[src/rtl/crc16_frame_gen.sv]
module crc16_frame_gen #(
  parameter int          SP_BYTES   = 8,
  parameter int          PAGE_BYTES = 32,
  parameter int          MAC_BYTES  = 20,
  parameter int          CNT_W      = 8,
  parameter logic [15:0] POLY_REF   = 16'hA001
) (
  input  logic        clk,
  input  logic        rst_n,
  input  logic        clr,
  input  logic [1:0]  frame_sel,
  input  logic        byte_vld,
  input  logic [7:0]  byte_in,
  output logic [15:0] crc_out,
  output logic [7:0]  crc_lo,
  output logic [7:0]  crc_hi,
  output logic        crc_ok
);
  localparam int HDR_BYTES = 3;
  localparam int WR_LEN  = HDR_BYTES + SP_BYTES;
  localparam int RD_LEN  = HDR_BYTES + 1 + SP_BYTES;
  localparam int AP_LEN  = HDR_BYTES + PAGE_BYTES + 1;
  localparam int MAC_LEN = MAC_BYTES;
  localparam logic [CNT_W-1:0] CNT_MAX = {CNT_W{1'b1}};
  localparam logic [1:0] FT_WRITE = 2'd0, FT_READ = 2'd1, FT_AUTH = 2'd2, FT_MAC = 2'd3;

  logic [15:0]      crc_q;
  logic [CNT_W-1:0] cnt_q;
  logic [1:0]       ft_q;
  logic [CNT_W-1:0] limit;
  logic [CNT_W-1:0] target;
  logic [7:0]       byte_eff;
  logic             accept;

  function automatic logic [15:0] crc_step(input logic [15:0] c, input logic [7:0] d);
    logic [15:0] r;
    r = c;
    for (int i = 0; i < 8; i++) begin
      if (r[0] ^ d[i]) r = (r >> 1) ^ POLY_REF;
      else             r = r >> 1;
    end
    return r;
  endfunction

  always_comb begin
    case (ft_q)
      FT_WRITE: begin limit = CNT_MAX;           target = CNT_W'(WR_LEN);  end
      FT_READ:  begin limit = CNT_W'(RD_LEN);    target = CNT_W'(RD_LEN);  end
      FT_AUTH:  begin limit = CNT_W'(AP_LEN);    target = CNT_W'(AP_LEN);  end
      default:  begin limit = CNT_W'(MAC_LEN);   target = CNT_W'(MAC_LEN); end
    endcase
  end

  assign byte_eff = (ft_q == FT_WRITE && cnt_q == CNT_W'(1)) ? {byte_in[7:3], 3'b000} : byte_in;
  assign accept   = byte_vld && !clr && (cnt_q != limit);

  always_ff @(posedge clk or negedge rst_n) begin
    if (!rst_n) begin
      crc_q <= 16'h0000;
      cnt_q <= '0;
      ft_q  <= FT_WRITE;
    end else if (clr) begin
      crc_q <= 16'h0000;
      cnt_q <= '0;
      ft_q  <= frame_sel;
    end else if (accept) begin
      crc_q <= crc_step(crc_q, byte_eff);
      cnt_q <= cnt_q + 1'b1;
    end
  end

  assign crc_out = ~crc_q;
  assign crc_lo  = crc_out[7:0];
  assign crc_hi  = crc_out[15:8];
  assign crc_ok  = (cnt_q == target);

  p_clear_r3: assert property (@(posedge clk) disable iff (!rst_n)
    clr |=> (crc_out == 16'hFFFF) && !crc_ok);

  p_hold_r9: assert property (@(posedge clk) disable iff (!rst_n)
    (!clr && !byte_vld) |=> $stable(crc_out) && $stable(crc_ok));

  p_read_stop_r6: assert property (@(posedge clk) disable iff (!rst_n)
    (!clr && ft_q != FT_WRITE && crc_ok) |=> $stable(crc_out) && crc_ok);

  p_ok_needs_byte_r5: assert property (@(posedge clk) disable iff (!rst_n)
    $rose(crc_ok) |-> $past(byte_vld) && !$past(clr));
endmodule

[config.mk]
export PLATFORM = sky130hd
export DESIGN_NAME = crc16_frame_gen
export DESIGN_NICKNAME = d
export VERILOG_FILES = /design/src/rtl/crc16_frame_gen.sv
export SDC_FILE = /design/constraint.sdc
export NUM_CORES = 1
export LEC_CHECK = 0
export CORE_ASPECT_RATIO = 1.2
export CORE_MARGIN = 4
export CORE_UTILIZATION = 50
export CTS_CLUSTER_SIZE = 10
export DETAILED_ROUTE_END_ITERATION = 10
export PLACE_DENSITY = 0.79
export SLEW_MARGIN = 20
export SYNTH_ARGS = -nofsm -noshare
export SYNTH_HDL_FRONTEND = slang
export SYNTH_SLANG_ARGS = --single-unit
[constraint.sdc]
create_clock -name clk -period 6.2 [get_ports clk]
set_clock_uncertainty 0.15 [all_clocks]
set_input_delay 0.93 -clock clk [delete_from_list [all_inputs] [get_ports clk]]
set_output_delay 0.93 -clock clk [all_outputs]
set_load 0.01 [all_outputs]
==> results.json, run 1 <==
{
  "gr-total-overflow": 0,
  "syn_avg_cell_area_sq_um": 9.45,
  "final_util_pct": 63.7,
  "ff2ff_setup_slack_ps": 3450,
  "drtPass1Iterations": 4,
  "power_density_mw_per_mm2": 295,
  "die-width_um": 64.6,
  "setup_tns_ps": 0,
  "worst_pin_slew_ps": 758,
  "status": "completed",
  "worst-r2r-cell-count": 8,
  "min_delay_path_depth": 2,
  "drc_errors": 0,
  "area_growth_pct": 21.5,
  "drv_cap": 0,
  "start_util_pct": 52.4,
  "ys_ff_latch": 26,
  "drt-vias-per-instance": 5.02,
  "synth_top_flop_cell": "dfrtp_1",
  "setup_ws_ps": 2610,
  "period_needed_ps": 3590,
  "hold_start": "crc_q[10]",
  "timing.fmax_mhz": 278,
  "num_rows": 24,
  "cp.arrival_ps": 2510,
  "rsz0062_at_grt": "no",
  "first_iter_violations": 52,
  "clk_latency_ps": 270,
  "start_kind": "flop",
  "clkSlewWorstSetupHoldPaths_ps": 90,
  "seq_area_frac_synth_pct": 33.9,
  "wl_um": 3670,
  "whs_endpoint": "crc_q[2]",
  "cp-end-kind": "primary output",
  "port_buffers": 46,
  "ant_nets": 0,
  "drive_above_1_share_pct": 7.02,
  "die_h_um": 75.9,
  "timing.final.crit_share_pct": 57.9,
  "pin_count": 47,
  "synth_edf_count": 0,
  "avgRoutedWirePerCell_um": 13.1,
  "synth_area_sq_mm": 0.00192,
  "grt_pass1_wl_um": 6240,
  "track_usage_pct": 15.9,
  "cts-resized-gates": 0,
  "synth.net_count": 223,
  "p_total_mw": 0.688,
  "slew_violations": 0,
  "setup_viol": 0,
  "cts_root_buf": "clkbuf_8",
  "cts_setup_buffers": 0,
  "synth_cell_types": 42,
  "cts_sinks": 26,
  "cts_max_path_buffers": 2,
  "hold_viol_final": 0,
  "r2r_start": "ft_q[0]",
  "finalNetCount": 249,
  "grt_pass1_vias": 1339,
  "cp-startpoint": "ft_q[0]",
  "yosys_warnings": 0,
  "antenna_found_initial": 0,
  "netlist_instances": 203,
  "dp_slack_ps": 2910,
  "worstReg2RegEnd": "crc_q[0]",
  "maxSlewHeadroom_pct": 49.1,
  "worstSetupPathType": "reg -> out",
  "leakage_nw": 0.981,
  "cp_max_fo": 6,
  "cts_hold_buf": 0,
  "required_ps": 5120,
  "vias": 1406,
  "hpwl_um": 2700,
  "cts_buffers": 3,
  "routabilityCongestion": 0.777,
  "core-area_sq_mm": 0.00366,
  "ir_drop_uv": 143,
  "fp.dieArea_sq_mm": 0.00490,
  "hp-class": "reg -> reg",
  "async_flop_share_pct": 100,
  "cts_tree": "built",
  "grt_max_degree": 31,
  "fin_worst_hold_slack_ps": 417,
  "cts_max_level": 1,
  "n_antenna_cell": 0
}
-- flip-flops by register name (all words and copies together) (netlist names) --
| name | cells |
|---|---|
| crc_q | 16 |
| cnt_q | 8 |
| ft_q | 2 |
-- area by class of cell --
cell class / instances / area (sq um)
Multi-Input combinational cell: 131 / 1020
Timing Repair Buffer: 47 / 463
Tap cell: 52 / 65.1
Sequential cell: 26 / 651
Fill cell: 317 / 1330
Clock buffer: 4 / 55.1
Inverter: 20 / 75.1
-- routing by layer --
layer / part of all wire, % / vias up / track usage, %
met3: 3.8 / 2 / 1.77
li1: - / 705 / -
met1: 46 / 664 / 21.8
met4: 0.74 / 0 / 4.23
met5: 0 / - / 0
met2: 49 / 35 / 26.9
-- worst max-delay path, stage by stage (launching register included) --
cell and delay [ps]:
dfrtp_1 410, ha_1 250, nand2b_1 160, xnor2_1 120, o41a_1 390, nor4_1 320, clkdlybuf4s50_1 590
-- power breakdown --
group	leakage, nW	internal, mW	switching (mW)
clock	0.0288	0.0567	0.0512
sequential	0.346	0.192	0.0234
combinational	0.607	0.191	0.174
total	0.981	0.439	0.248
-- kinds of logic after synthesis --
kind of cell,synth area share [%]
DFF,33.9
adders and majority gates,3.91
xor gates and xnor gates,19.6
AOI/OAI and AO/OA,12.3
buffers and inverters,12.8
and+or+nand+nor,13.2
muxes,4.24
-- synthesized netlist by cell type (2+ instances only) --
master / number / area [sq um]
nor2b_1: 2 / 12.5
xor2_1: 13 / 114
mux2i_1: 7 / 70.1
a211oi_1: 9 / 67.6
or3_1: 3 / 18.8
xnor2_1: 24 / 210
o2111ai_1: 3 / 26.3
clkbuf_1: 4 / 15.0
nand3_1: 4 / 20.0
nor2_1: 23 / 86.3
or4b_4: 2 / 27.5
a21oi_1: 2 / 10.0
buf_4: 16 / 120
o21ai_0: 7 / 35.0
inv_1: 20 / 75.1
nand2_1: 4 / 15.0
ha_1: 6 / 75.1
dfrtp_1: 26 / 651
o211ai_1: 2 / 15.0
buf_2: 4 / 20.0
-- worst max-delay path by stage --
stage | cells after the start | slack, ps | to
6_report | 6 | 2610 | crc_ok
5_1_grt | 6 | 2490 | crc_ok
4_1_cts | 6 | 2590 | crc_ok
3_5_place_dp | 6 | 2910 | crc_ok
3_3_place_gp | 6 | 2970 | crc_ok
2_1_floorplan | 5 | 3390 | crc_ok
-- stage by stage --
stage                     area [sq um]  cells
after floorplan                   1920    203
after global placement            2280    276
after detailed placement          2280    276
after CTS                         2340    280
after global routing              2330    280
final                             2330    280
-- cell usage in the layout, fill, tap and decap left out, drive strengths merged, types with 4 or more instances in the layout --
master         instances
a211oi                10
clkbuf                 4
clkdlybuf4s50         45
dfrtp                 26
ha                     6
inv                   20
mux2i                  7
nand2                  4
nand3                  4
nor2                  23
o21ai                  8
or3                    4
xnor2                 24
xor2                  14
No activity file was read; power rests on OpenSTA's default activity.
==> run 2, diff against run 1 <==
==> constraint.sdc (replaced) <==
create_clock -name clk -period 3.6 [get_ports clk]
set_clock_uncertainty 0.15 [all_clocks]
set_input_delay 0.54 -clock clk [delete_from_list [all_inputs] [get_ports clk]]
set_output_delay 0.54 -clock clk [all_outputs]
set_load 0.01 [all_outputs]
==> run 2 against run 1 <==
Effect of this change: sequential power grew 71%; routed wire length is 1.8% lower; register-to-register slack got worse by 2700 ps; global-route usage shrank 0.24 points; sequential share of layout area decreased by 0.37 points; first-iteration DRC count down 27%; cell count increased by 0.71%; final area increased by 1.3%; combinational power grew 72%; power grew 72%; core utilization grew 0.85 points; largest power group unchanged.
==> results.json, run 2 (synthesis gave the netlist of run 1 again) <==
{
  "grt_pass1_vias": 1408,
  "reg_top3": "crc_q: 16 flops, cnt_q: 8 flops, ft_q: 2 flops",
  "cpLargestDelayFamily": "buffers and inverters",
  "timing.fmax_mhz": 317,
  "cts_root_buf": "clkbuf_8",
  "drt-vias-per-instance": 4.98,
  "clkSlewWorstSetupHoldPaths_ps": 90,
  "cts_buffers": 3,
  "routabilityCongestion": 0.820,
  "pwr-share-clk_pct": 16.1,
  "cts_max_level": 1,
  "grt_pass1_wl_um": 6120,
  "drtPass1Iterations": 4,
  "start_util_pct": 52.4,
  "period_needed_ps": 3150,
  "largest_register_ffs": 16,
  "area_growth_pct": 23.1,
  "hpwl_um": 2760,
  "ir_drop_uv": 247,
  "wl_um": 3600,
  "drv_cap": 0,
  "cp-end-kind": "primary output",
  "clk_latency_ps": 270,
  "power_frac_comb_pct": 52.8,
  "power_density_mw_per_mm2": 501,
  "grt_use_met3_pct": 2.21,
  "cts_max_path_buffers": 2,
  "cts_setup_buffers": 0,
  "worstSetupPathType": "reg -> out",
  "rsz0062_at_grt": "no",
  "cts_sinks": 26,
  "drive_above_1_share_pct": 6.96,
  "timing.final.crit_share_pct": 87.5,
  "pin_count": 47,
  "num_rows": 24,
  "vias": 1404,
  "antenna_found_initial": 0,
  "worst_pin_slew_ps": 780,
  "cts_hold_buf": 0,
  "track_usage_pct": 15.6,
  "n_antenna_cell": 0,
  "avgRoutedWirePerCell_um": 12.8,
  "port_buffers": 46,
  "setup_ws_ps": 449,
  "dp_slack_ps": 736,
  "maxSlewHeadroom_pct": 47.9,
  "critical_path_buf_inv_count": 1,
  "fillers": 324,
  "mostFrequentLayoutCell": "clkdlybuf4s50_1",
  "final_area_sq_mm": 0.00236,
  "core-area_sq_mm": 0.00366,
  "die-width_um": 64.6,
  "drc_errors": 0,
  "leakage_nw": 0.995,
  "first_iter_violations": 38,
  "busiest_layer": "met2",
  "seqCellArea_sq_um": 651,
  "grt_max_degree": 27,
  "start_kind": "flop",
  "max_stage_delay_ps": 570,
  "gr-total-overflow": 0,
  "slowest_stage": "clkdlybuf4s50_1",
  "final_cell_mix": "46 x clkdlybuf4s50_1, 26 x dfrtp_1, 24 x xnor2_1",
  "p_switching_mw": 0.424,
  "required_ps": 2910,
  "setup_tns_ps": 0,
  "seqPwrFrac_pct": 31.0,
  "use_met1_pct": 19.5,
  "hp-class": "reg -> reg",
  "slew_violations": 0,
  "path_cells": "ha_1, nand2b_1, xnor2_1, o41a_1, nor4_1, clkdlybuf4s50_1",
  "cp.arrival_ps": 2460,
  "grtUsageMet2_pct": 28.2,
  "hold_viol_final": 0,
  "cts_tree": "built",
  "p_int_mw": 0.760,
  "swShare_pct": 35.8,
  "ant_nets": 0,
  "fin_worst_hold_slack_ps": 421,
  "cp_max_fo": 6,
  "finalNetCount": 251,
  "die_h_um": 75.9,
  "multi_input_area_sq_mm": 0.00102,
  "cts-resized-gates": 0,
  "place_area_sq_mm": 0.00231,
  "status": "completed",
  "setup_viol": 0,
  "top_register": "crc_q",
  "fp.dieArea_sq_mm": 0.00490
}
==> run 2: worst min-delay path: cells and delay by family, from the launching register on <==
family | cells | cell delay [ps]
and+or+nand+nor | 1 | 80
DFF | 1 | 370
muxes | 1 | 80
==> run 2: final timing paths <==
kind	from	endpoint	slack, ps	cells after the start
max	ft_q[0]	crc_ok	450	6
min	crc_q[9]	crc_q[1]	420	2
max reg2reg	ft_q[0]	crc_q[2]	770	9
min reg2reg	crc_q[9]	crc_q[1]	420	2
max in group asynchronous	rst_n	ft_q[0]	2570	2
min in group asynchronous	rst_n	crc_q[8]	480	2
==> run 2: cell type report <==
class	instances	area share, %
tap	52	2.75
sequential	26	27.5
clock buffer	4	2.33
multi-input combinational	131	43.3
timing repair buffer	49	21.0
inverter	20	3.18
==> run 2: metrics by stage <==
stage	total power [mW]	util (%)	std cells
2_1_floorplan	0.833	-	203
3_3_place_gp	0.992	63.0	278
3_5_place_dp	1.01	63.0	278
4_1_cts	1.20	64.5	282
5_1_grt	1.27	64.5	282
6_report	1.18	64.5	282
==> run 2: power groups by stage <==
stage | Sequential, mW | Combinational [mW] | Clock, mW
floorplan | 0.364 | 0.469 | 0
global placement | 0.374 | 0.619 | 0
detailed placement | 0.375 | 0.630 | 0
CTS | 0.369 | 0.633 | 0.195
global route | 0.372 | 0.690 | 0.203
finish | 0.367 | 0.626 | 0.191
==> run 2: routing by layer <==
layer | share of wire (%) | wire, um | vias to the layer above
met1 | 46 | 1670 | 663
met2 | 49 | 1760 | 29
li1 | - | - | 710
met5 | 0 | 0 | -
met3 | 3.9 | 141 | 2
met4 | 1.1 | 38 | 0
==> run 3, diff against run 2 <==
--- a/config.mk
+++ b/config.mk
@@ -5,12 +5,13 @@
 export SDC_FILE = /design/constraint.sdc
 export NUM_CORES = 1
 export LEC_CHECK = 0
+export ABC_AREA = 1
 export CORE_ASPECT_RATIO = 1.2
 export CORE_MARGIN = 4
-export CORE_UTILIZATION = 50
+export CORE_UTILIZATION = 44
 export CTS_CLUSTER_SIZE = 10
 export DETAILED_ROUTE_END_ITERATION = 10
-export PLACE_DENSITY = 0.79
+export PLACE_DENSITY = 0.74
 export SLEW_MARGIN = 20
 export SYNTH_ARGS = -nofsm -noshare
 export SYNTH_HDL_FRONTEND = slang
==> constraint.sdc (replaced) <==
create_clock -name clk -period 2.8 [get_ports clk]
set_clock_uncertainty 0.15 [all_clocks]
set_input_delay 0.42 -clock clk [delete_from_list [all_inputs] [get_ports clk]]
set_output_delay 0.42 -clock clk [all_outputs]
set_load 0.01 [all_outputs]
==> run 3 against run 2 <==
Effect of this change: core utilization shrank 4.2 points; count of clock-buffer cells in the layout is the same; hold slack lost 69 ps; global-route usage grew 1.0 points; clock power grew 27%; non-clock buffer count grew 4; cell count grew 18%; sequential power grew 28%; flip-flop and latch count is the same; combinational power grew 38%; largest power group unchanged.
==> results.json, run 3 <==
{
  "status": "completed",
  "start_util_pct": 46.3,
  "clk_latency_ps": 270,
  "cpLargestDelayFamily": "simple AND/OR/NAND/NOR gates",
  "yosys.area.top_type": "dfrtp_1",
  "max_stage_delay_ps": 410,
  "worstSetupPathType": "reg -> reg",
  "cts_max_path_buffers": 2,
  "area_growth_pct": 30.3,
  "power_density_mw_per_mm2": 651,
  "ff2ff_setup_slack_ps": 230,
  "vias": 1649,
  "worst_pin_slew_ps": 458,
  "grt_pass1_vias": 1629,
  "start_kind": "flop",
  "synth_cell_types": 25,
  "ys_ff_latch": 26,
  "fp.dieArea_sq_mm": 0.00532,
  "seq_area_frac_synth_pct": 35.1,
  "period_needed_ps": 2570,
  "finalNetCount": 300,
  "required_ps": 2820,
  "n_antenna_cell": 0,
  "grt_pass1_wl_um": 7040,
  "die-width_um": 67.2,
  "yosys_warnings": 0,
  "drive_above_1_share_pct": 19.0,
  "synth.net_count": 260,
  "synth.most_common_cell": "nand2_1",
  "p_switching_mw": 0.625,
  "setup_ws_ps": 227,
  "fillers": 383,
  "cts_max_level": 1,
  "synth_commonest_cells": "38 x nand2_1, 35 x inv_1, 26 x dfrtp_1",
  "drt-vias-per-instance": 4.95,
  "cts_buffers": 3,
  "routabilityCongestion": 0.870,
  "num_rows": 25,
  "cts_tree": "built",
  "drc_errors": 0,
  "drtPass1Iterations": 5,
  "critical_path_buf_inv_count": 1,
  "antenna_found_initial": 0,
  "seqPwrFrac_pct": 29.9,
  "timing.final.crit_share_pct": 91.9,
  "cp_max_fo": 8,
  "first_iter_violations": 83,
  "slew_violations": 0,
  "synth_top_area_share_pct": 35.1,
  "hpwl_um": 3180,
  "rsz0062_at_grt": "no",
  "async_flop_share_pct": 100,
  "synth_edf_count": 0,
  "netlist_instances": 240,
  "maxSlewHeadroom_pct": 69.4,
  "gr-total-overflow": 0,
  "cp-end-kind": "flop",
  "setup_tns_ps": 0,
  "top_register": "crc_q",
  "leakage_nw": 1.13,
  "cts_root_buf": "clkbuf_8",
  "port_buffers": 46,
  "avgRoutedWirePerCell_um": 12.6,
  "wl_um": 4200,
  "cts_sinks": 26,
  "cp_common_cell": "nand2_2",
  "pwr-share-clk_pct": 15.4,
  "syn_avg_cell_area_sq_um": 7.72,
  "track_usage_pct": 16.7,
  "mostFrequentLayoutCell": "clkdlybuf4s50_1",
  "p_int_mw": 0.948,
  "slowest_stage": "dfrtp_1",
  "dp_slack_ps": 136,
  "hp-class": "in -> async",
  "timing.fmax_mhz": 389,
  "synth.area.top_cells": "dfrtp_1 35%, nand2_1 7.7%, inv_1 7.1%",
  "reg_top3": "crc_q: 16 flops, cnt_q: 8 flops, ft_q: 2 flops",
  "swShare_pct": 39.7,
  "setup_viol": 0,
  "path_cells": "inv_2, ha_4, nand2_2, nor2_4, nand2_4, nand2_2, nand2_2, nand2_4, nand2_2, nand3_2, nand2_4, nand2_1, nand3_4, nand2_4, nand2_2, nand3_2, nand3_2, nand2_2, nand2_1, nand3_1, nand2_1",
  "die_h_um": 79.1,
  "clkSlewWorstSetupHoldPaths_ps": 90,
  "cp.arrival_ps": 2590,
  "pin_count": 47,
  "final_cell_mix": "45 x clkdlybuf4s50_1, 38 x nand2_1, 33 x inv_1",
  "largest_register_ffs": 16,
  "ir_drop_uv": 422,
  "hold_viol_final": 0,
  "core-area_sq_mm": 0.00400,
  "power_frac_comb_pct": 54.7,
  "ant_nets": 0,
  "synth_area_sq_mm": 0.00185,
  "drv_cap": 0,
  "grt_max_degree": 27,
  "synth_top_flop_cell": "dfrtp_1"
}
-- run 3: cell count changes after synthesis, moves of 8 or more --
| cell | change |
|---|---|
| nor2_1 | -15 |
| nand2_1 | +34 |
| a211oi_1 | -9 |
| nand3_1 | +18 |
| o22ai_1 | +12 |
| inv_1 | +15 |
| nand3_2 | +8 |
| nand2_2 | +13 |
| xnor2_1 | -21 |
| o21ai_0 | +10 |
-- run 3: power groups by stage --
stage          logic, mW  clock network, mW  registers (mW)
2_1_floorplan      0.553                  0           0.469
3_3_place_gp       0.794                  0           0.477
3_5_place_dp       0.801                  0           0.478
4_1_cts            0.806              0.250           0.471
5_1_grt            0.942              0.267           0.478
6_report           0.861              0.242           0.471
-- run 3: metrics by stage --
step	util, %	power, mW	instances	instance area, sq um	hold WS, ps
finish	60.3	1.57	333	2410	352
global route	60.3	1.69	333	2410	379
CTS	58.2	1.53	329	2330	350
detailed placement	56.8	1.28	325	2270	329
global placement	56.8	1.27	325	2270	335
floorplan	-	1.02	240	1850	-25.6
-- run 3: cell families (layout without fill, tap and decap cells) --
group	after synthesis	count (layout)	share of synthesized area, %
compound gates	38	38	11.1
xor+xnor	9	9	4.25
fa+ha+maj	6	6	4.05
buf+inv	59	98	15.3
flops	26	26	35.1
simple gates	102	102	30.2
-- run 3: worst paths after layout --
| check | depth (start not counted) | start | end |
|---|---|---|---|
| worst max-delay path | 21 | ft_q[0] | crc_q[0] |
| worst min-delay path | 2 | rst_n | cnt_q[6] |
| worst max register to register | 21 | ft_q[0] | crc_q[0] |
| worst min register to register | 2 | crc_q[13] | crc_q[13] |
| max in group asynchronous | 2 | rst_n | crc_q[12] |
| min in group clk | 2 | crc_q[13] | crc_q[13] |
-- run 3: per-layer routing --
| layer | up-vias | share of wire (%) | global-route usage (%) |
|---|---|---|---|
| met4 | 0 | 1.6 | 4.67 |
| li1 | 835 | - | - |
| met5 | - | 0 | 0 |
| met2 | 43 | 51 | 28.8 |
| met3 | 6 | 3.4 | 2.55 |
| met1 | 765 | 44 | 21.1 |
-- run 3: repair_timing --
item                                    in CTS  in global routing
buffers inserted                             0                  4
pin swaps                                    0                  1
hold buffers                                 0                  0
resized for setup                            1                 12
endpoints found under the setup margin       1                 13
endpoints found under the hold margin        0                  0
-- run 3: layout make-up --
type / instances / area [sq um] / area share, %
Multi-Input combinational cell: 155 / 972 / 40.3
Clock buffer: 4 / 55.1 / 2.28
Timing Repair Buffer: 53 / 512 / 21.2
Inverter: 41 / 158 / 6.53
Sequential cell: 26 / 651 / 26.9
Tap cell: 54 / 67.6 / 2.80
